$ cat src/rtl/rxr_pkg.sv
// Package: shared state type, descriptor bit positions and status-word builder
// for the receive descriptor ring writer. Assumes a 32-bit descriptor word.
package rxr_pkg;

    localparam int LEN_W     = 12;   // width of the frame-length field
    localparam int ADDR_OWN  = 0;    // address word: hardware has filled buffer
    localparam int ADDR_WRAP = 1;    // address word: last descriptor in ring
    localparam int ST_SOF    = 14;
    localparam int ST_EOF    = 15;

    typedef enum logic [2:0] {
        S_IDLE, S_FETCH, S_CHECK, S_FILL, S_STAT, S_OWN, S_DROP
    } rxr_state_e;

    // Builds the status word; length and match flags only go in the end buffer.
    function automatic logic [31:0] build_status(
        input logic             sof,
        input logic             eof,
        input logic [LEN_W-1:0] len,
        input logic [5:0]       info
    );
        logic [31:0] s;
        s         = '0;
        s[ST_SOF] = sof;
        s[ST_EOF] = eof;
        if (eof) begin
            s[LEN_W-1:0] = len;
            s[26:22]     = info[4:0];
            s[31]        = info[5];
        end
        return s;
    endfunction

endpackage

$ cat src/rtl/rxr_desc_ptr.sv
// Module: rxr_desc_ptr
// Holds the ring base and the current descriptor address. A load takes a new
// base (8-byte aligned); an advance steps by one descriptor or returns to base
// when the finished descriptor carried the wrap marker.
module rxr_desc_ptr #(
    parameter int AW        = 32,
    parameter int DESC_BYTES = 8
) (
    input  logic          clk,
    input  logic          rst_n,
    input  logic          load,
    input  logic [AW-1:0] load_addr,
    input  logic          advance,
    input  logic          wrap,
    output logic [AW-1:0] cur
);
    localparam int ALIGN_W = $clog2(DESC_BYTES);

    logic [AW-1:0] base;

    // Base and pointer registers: load wins over advance.
    always_ff @(posedge clk) begin
        if (!rst_n) begin
            base <= '0;
            cur  <= '0;
        end else if (load) begin
            base <= {load_addr[AW-1:ALIGN_W], {ALIGN_W{1'b0}}};
            cur  <= {load_addr[AW-1:ALIGN_W], {ALIGN_W{1'b0}}};
        end else if (advance) begin
            cur  <= wrap ? base : cur + AW'(DESC_BYTES);
        end
    end

    // after a load the pointer sits on the aligned new base.
    p_load_base_r2: assert property (@(posedge clk) disable iff (!rst_n)
        load |=> (cur == base) && (cur[ALIGN_W-1:0] == '0));

endmodule

$ cat src/rtl/rxr_byte_ctr.sv
// Module: rxr_byte_ctr
// Tracks the byte offset within the current buffer and the running frame
// length. Assumes BUF_BYTES is a power of two of at least 4.
module rxr_byte_ctr #(
    parameter int BUF_BYTES = 128,
    parameter int LEN_W     = 12,
    localparam int OFF_W    = $clog2(BUF_BYTES)
) (
    input  logic             clk,
    input  logic             rst_n,
    input  logic             frame_clr,
    input  logic             buf_clr,
    input  logic             step,
    output logic [OFF_W-1:0] off,
    output logic [LEN_W-1:0] len,
    output logic             at_end
);
    // Offset register: cleared for each new buffer, bumped per stored byte.
    always_ff @(posedge clk) begin
        if (!rst_n || buf_clr) off <= '0;
        else if (step)         off <= off + 1'b1;
    end

    // Length register: cleared at frame start, bumped per stored byte.
    always_ff @(posedge clk) begin
        if (!rst_n || frame_clr) len <= '0;
        else if (step)           len <= len + 1'b1;
    end

    assign at_end = (off == OFF_W'(BUF_BYTES - 1));

endmodule

$ cat src/rtl/rx_ring_writer.sv
// Module: rx_ring_writer (top)
// Stores a received byte stream into a ring of fixed-size buffers described
// by two-word descriptors. Assumes a memory port with one-cycle read latency,
// no wait states, and byte-enabled writes; the queue pointer is written while
// no frame is in progress.
module rx_ring_writer
    import rxr_pkg::*;
#(
    parameter int AW        = 32,
    parameter int BUF_BYTES = 128
) (
    input  logic          clk,
    input  logic          rst_n,
    input  logic          qptr_we,
    input  logic [AW-1:0] qptr_wdata,
    input  logic          rx_valid,
    output logic          rx_ready,
    input  logic [7:0]    rx_data,
    input  logic          rx_last,
    input  logic [5:0]    rx_info,
    output logic          mem_rd,
    output logic          mem_wr,
    output logic [AW-1:0] mem_addr,
    output logic [3:0]    mem_be,
    output logic [31:0]   mem_wdata,
    input  logic [31:0]   mem_rdata,
    output logic          nobuf
);
    localparam int OFF_W = $clog2(BUF_BYTES);

    rxr_state_e    state, state_nx;
    logic [AW-1:0] cur_desc;
    logic [AW-1:0] buf_base;
    logic [31:0]   addr_word;
    logic          sof_q, eof_q;
    logic [5:0]    info_q;
    logic [OFF_W-1:0] off;
    logic [LEN_W-1:0] len;
    logic          at_end, accept, owned;

    assign accept = rx_valid && rx_ready;
    assign owned  = mem_rdata[ADDR_OWN];

    rxr_desc_ptr #(.AW(AW), .DESC_BYTES(8)) u_ptr (
        .clk      (clk),
        .rst_n    (rst_n),
        .load     (qptr_we),
        .load_addr(qptr_wdata),
        .advance  (state == S_OWN),
        .wrap     (addr_word[ADDR_WRAP]),
        .cur      (cur_desc)
    );

    rxr_byte_ctr #(.BUF_BYTES(BUF_BYTES), .LEN_W(LEN_W)) u_cnt (
        .clk      (clk),
        .rst_n    (rst_n),
        .frame_clr(state == S_IDLE),
        .buf_clr  (state == S_CHECK),
        .step     (state == S_FILL && accept),
        .off      (off),
        .len      (len),
        .at_end   (at_end)
    );

    // Next-state decision for the descriptor and fill sequence.
    always_comb begin
        state_nx = state;
        case (state)
            S_IDLE:  if (rx_valid) state_nx = S_FETCH;
            S_FETCH: state_nx = S_CHECK;
            S_CHECK: state_nx = owned ? S_DROP : S_FILL;
            S_FILL:  if (accept && (rx_last || at_end)) state_nx = S_STAT;
            S_STAT:  state_nx = S_OWN;
            S_OWN:   state_nx = eof_q ? S_IDLE : S_FETCH;
            S_DROP:  if (accept && rx_last) state_nx = S_IDLE;
            default: state_nx = S_IDLE;
        endcase
    end

    // State register.
    always_ff @(posedge clk) begin
        if (!rst_n) state <= S_IDLE;
        else        state <= state_nx;
    end

    // Per-buffer context: buffer base, raw address word, frame flags.
    always_ff @(posedge clk) begin
        if (!rst_n) begin
            buf_base  <= '0;
            addr_word <= '0;
            sof_q     <= 1'b0;
            eof_q     <= 1'b0;
            info_q    <= '0;
        end else begin
            case (state)
                S_IDLE: begin
                    sof_q <= 1'b1;
                    eof_q <= 1'b0;
                end
                S_CHECK: if (!owned) begin
                    addr_word <= mem_rdata;
                    buf_base  <= AW'({mem_rdata[31:2], 2'b00});
                end
                S_FILL: if (accept && rx_last) begin
                    eof_q  <= 1'b1;
                    info_q <= rx_info;
                end
                S_OWN:  sof_q <= 1'b0;
                default: ;
            endcase
        end
    end

    // Memory port and stream handshake driven from the state.
    always_comb begin
        rx_ready  = (state == S_FILL) || (state == S_DROP);
        nobuf     = (state == S_CHECK) && owned;
        mem_rd    = (state == S_FETCH);
        mem_wr    = 1'b0;
        mem_addr  = cur_desc;
        mem_be    = 4'hF;
        mem_wdata = '0;
        case (state)
            S_FILL: begin
                mem_wr    = accept;
                mem_addr  = buf_base + AW'({off[OFF_W-1:2], 2'b00});
                mem_be    = 4'b0001 << off[1:0];
                mem_wdata = {4{rx_data}};
            end
            S_STAT: begin
                mem_wr    = 1'b1;
                mem_addr  = cur_desc + AW'(4);
                mem_wdata = build_status(sof_q, eof_q, len, info_q);
            end
            S_OWN: begin
                mem_wr    = 1'b1;
                mem_wdata = addr_word | 32'h1;
            end
            default: ;
        endcase
    end

    // a cycle never both reads and writes memory.
    p_rd_wr_excl_r3: assert property (@(posedge clk) disable iff (!rst_n)
        !(mem_rd && mem_wr));

    // the ownership write-back follows the status write to the same descriptor.
    p_own_after_stat_r6: assert property (@(posedge clk) disable iff (!rst_n)
        (state == S_OWN) |-> $past(mem_wr && mem_addr == cur_desc + AW'(4)));

    // every byte write lands inside the current buffer.
    p_byte_in_buf_r4: assert property (@(posedge clk) disable iff (!rst_n)
        (mem_wr && mem_be != 4'hF) |-> ((mem_addr - buf_base) < AW'(BUF_BYTES)));

    // after a no-buffer pulse, bytes are taken but nothing is written.
    p_nobuf_drops_r8: assert property (@(posedge clk) disable iff (!rst_n)
        nobuf |=> (rx_ready && !mem_wr && !nobuf));

endmodule

$ cat config.mk
export PLATFORM = sky130hd
export DESIGN_NAME = rx_ring_writer
export DESIGN_NICKNAME = d
export VERILOG_FILES = /design/src/rtl/rxr_pkg.sv /design/src/rtl/rxr_desc_ptr.sv /design/src/rtl/rxr_byte_ctr.sv /design/src/rtl/rx_ring_writer.sv
export SDC_FILE = /design/constraint.sdc
export NUM_CORES = 1
export LEC_CHECK = 0
export BUFFER_PORTS_ARGS = -buffer_cell sky130_fd_sc_hd__clkbuf_2
export CAP_MARGIN = 0
export CELL_PAD_IN_SITES_DETAIL_PLACEMENT = 1
export CELL_PAD_IN_SITES_GLOBAL_PLACEMENT = 2
export CORE_MARGIN = 1.5
export CORE_UTILIZATION = 30
export DETAILED_ROUTE_END_ITERATION = 7
export PLACE_DENSITY_LB_ADDON = 0.2
export SLEW_MARGIN = 0
export SYNTH_ARGS = -nofsm -noshare
export SYNTH_HDL_FRONTEND = slang
export SYNTH_SLANG_ARGS = --single-unit
$ cat constraint.sdc
create_clock -name clk -period 7.1 [get_ports clk]
set_input_delay 0.71 -clock clk [delete_from_list [all_inputs] [get_ports clk]]
set_output_delay 0.71 -clock clk [all_outputs]
set_load 0.1 [all_outputs]
==> metrics.csv <==
metric;value;unit
result of the run;finished, final reports clean;
critical path peak fanout;18;
delay of the slowest cell on the worst path;0.73;ns
fraction of final layout cells with drive strength greater than 1;19.7;%
combinational group share of total power;25.0;%
quantity of hold-fixing buffers added after cts;0;
Min-Delay Path Depth;2;
CP bufs+invs;1;
number of buffers added for setup after CTS;0;
overall track demand over capacity in global routing;21.3;%
Final Critical Period;4.61;ns
Clock Tree Root;clkbuf_16;
IR Drop Worst-Case VDD;117;uV
power per cell area;238;mW/mm2
Hold/Removal Path Class;reg2reg;
clk_skew;0.0132;ns
Avg Cell Area, Syn;7.87;um2
placed wire-length estimate;20300;um
synthesis-to-finish area growth;19.5;%
maxcap violations;0;
buffer levels on the longest clock path;2;
CTS sink count;122;
static leakage;3.51;nW
startpoint type of the worst setup path;flop;
count of antenna diodes in the layout;0;
sw power;0.000839;W
post-route fraction of the period consumed by the critical path;64.9;%
routability cong.;0.820;
number of instances in the synthesized netlist;957;
count of cell instances traversed by the critical path;7;
worst path cell trace;nor3b_1 -> nand2_1 -> nor2_1 -> nand4_1 -> or2_2 -> o211ai_1 -> clkbuf_2;
post-layout util;36.8;%
kind of end point of the critical path;primary output;
Final Instance Count excl. Fillers;1394;
kind of cell adding the most delay to the critical path;simple AND/OR/NAND/NOR gates;
clock slew seen by the registers of the worst setup and hold paths;0.07;ns
flip-flop and latch count after synthesis;122;
unrepaired setup endpoints after global routing;no;
switching share of total power;39.1;%
count of yosys warnings during synthesis;0;
die height;161;um
Int Pwr;0.00131;W
summed instance area of the synthesized netlist;0.00753;mm2
Die ar.;0.0261;mm2
final setup violation count;0;
cell count of the worst reg-to-reg path;5;
count of TritonRoute iterations in the first routing pass;5;
Antenna Violating Nets Remaining;0;
initial antenna violation count;0;
most used flip-flop cell after synthesis;dfxtp_1;
Setup TNS;0;ns
first-pass GRT wire length;42800;um
count of flip-flops with a built-in enable after synthesis;0;
net count of the mapped netlist;1053;
global-route congestion overflow total;0;
number of global-route vias before repair;7328;
worst-skew pair later-pin latency;0.43;ns
row count;57;
final standard cell area without fillers;0.00900;mm2
arrival time reported for the critical path endpoint;3.90;ns
sequential element share of the synthesized area;32.4;%
number of I/O pins;155;
layout filler cell count;2985;
count of different cell masters after synthesis;62;
count of nets after finishing;1153;
effective utilization at floorplan;30.8;%
count of final hold-check violations;0;
routed via count divided by cell count;5.29;
peak clock frequency supported by timing;0.217;GHz
footprint of the multi-input gates;0.00474;mm2
footprint of the flip-flops and latches;0.00244;mm2
number of buffers inserted during clock tree synthesis;17;
clock tree from TritonCTS;built;
share of synthesized flip-flops with an asynchronous set or reset;0;%
standard cell with the maximum stage delay on the critical path;nor3b_1;
transition time of the tightest slew-check pin;1.20;ns
max-slew violations;0;
CTS resizes;0;
sequential power share;37.1;%
share of total power in the clock network;37.9;%
class of the most critical setup path;reg2out;
maximum number of pins on one net before global-route repair;54;
cell area after placement;0.00846;mm2
total wire length after detailed routing;27000;um
DRC violations left;0;
wire per inst;19.4;um
DP Cell Count;1362;
headroom to the max-slew limit;19.4;%
most frequent cells in the layout;nand2_1, clkbuf_2, dfxtp_1;
area of the core;0.0245;mm2
H-tree level count;4;
routed vias;7372;
die extent in x;161;um
Detailed Route Iter0 Violations;498;
number of input and output port buffers inserted;151;
CP required;6.39;ns
[synthesized netlist by cell type, types with 5 or more instances]
cell type    n  area share (%)
o211ai_1    17             1.7
nor3_1      15             1.0
nor2_1      54             2.7
a21boi_0    51             5.1
a22o_1      23             2.7
or2_2        5            0.42
nor2b_1     27             2.2
a21oi_1     23             1.5
o221ai_1     7            0.81
nand4_1     19             1.6
and3_1      27             2.2
a22oi_1     20             2.0
a21o_1       9            0.90
nand3_1     34             2.3
o21ai_0     56             3.7
nand2_1    151             7.5
nand2b_1    17             1.4
xnor2_1     32             3.7
dfxtp_1    122              32
o31a_1       5            0.58
inv_1       14            0.70
nor4_1       6            0.50
buf_2        5            0.33
buf_1        6            0.30
mux2_2       6            0.90
and2_1       6            0.50
ha_1        12             2.0
xor2_1      31             3.6
a221o_1     15             2.0
clkbuf_1    66             3.3
mux2i_1     22             2.9
or3_1        9            0.75
[stage by stage]
step           hold WS, ns  setup slack, ns  power, W
2_1_floorplan        0.444             1.54   0.00121
3_3_place_gp         0.461             2.91   0.00135
3_5_place_dp         0.461             2.88   0.00135
4_1_cts              0.471             2.44   0.00217
5_1_grt              0.493             2.19   0.00224
6_report             0.468             2.49   0.00214
[area by class of cell]
class | instances | share of cell area [%]
clock buffer | 18 | 4.77
clock inverter | 14 | 1.28
inverter | 14 | 0.584
multi-input combinational | 743 | 52.7
sequential | 122 | 27.1
tap | 324 | 4.50
timing repair buffer | 159 | 9.06
[cells by family (layout without fill, tap and decap cells)]
logic type / count (synthesis) / in the layout / share of synthesized area [%]
compound gates: 251 / 251 / 23.8
xor+xnor: 63 / 63 / 7.33
fa+ha+maj: 13 / 13 / 2.26
buf+inv: 92 / 205 / 4.72
flops: 122 / 122 / 32.4
mux: 28 / 28 / 3.82
simple gates: 388 / 388 / 25.6
[layer usage]
layer	wire, um	GRT usage [%]	up-vias
li1	-	-	3614
met3	1110	3.49	14
met1	13400	29.9	3592
met4	214	4.29	0
met5	0	0	-
met2	12300	34.2	152
[final timing paths]
path | slack, ns | start | endpoint
worst min register to register | 0.47 | info_q[2]$_SDFFE_PN0P_ | info_q[2]$_SDFFE_PN0P_
worst min-delay path | 0.47 | info_q[2]$_SDFFE_PN0P_ | info_q[2]$_SDFFE_PN0P_
worst max-delay path | 2.49 | state[2]$_SDFFE_PN0P_ | mem_addr[25]
worst max register to register | 4.13 | state[1]$_SDFFE_PN0P_ | u_cnt.len[1]$_SDFFE_PP0P_
[power groups by stage]
stage / registers [W] / clock network [W] / logic [W]
detailed placement: 0.000809 / 0 / 0.000541
floorplan: 0.000761 / 0 / 0.000453
global placement: 0.000808 / 0 / 0.000538
global route: 0.000803 / 0.000865 / 0.000576
CTS: 0.000794 / 0.000835 / 0.000542
finish: 0.000795 / 0.000813 / 0.000537
[worst reg2reg max path: stages, from the launching register on]
cell and delay [ns]:
dfxtp_1 0.69, nor2b_1 0.59, and2_1 0.97, nand2_1 0.34
nand2_1 0.16, a21oi_1 0.07
[sequential cells by signal, indices dropped and copies added (netlist names)]
register    flops
addr_word      31
eof_q           1
info_q          6
sof_q           1
state           3
u_cnt.len      12
u_cnt.off       7
u_ptr.base     29
u_ptr.cur      32
(Power assumes the default switching activity.)
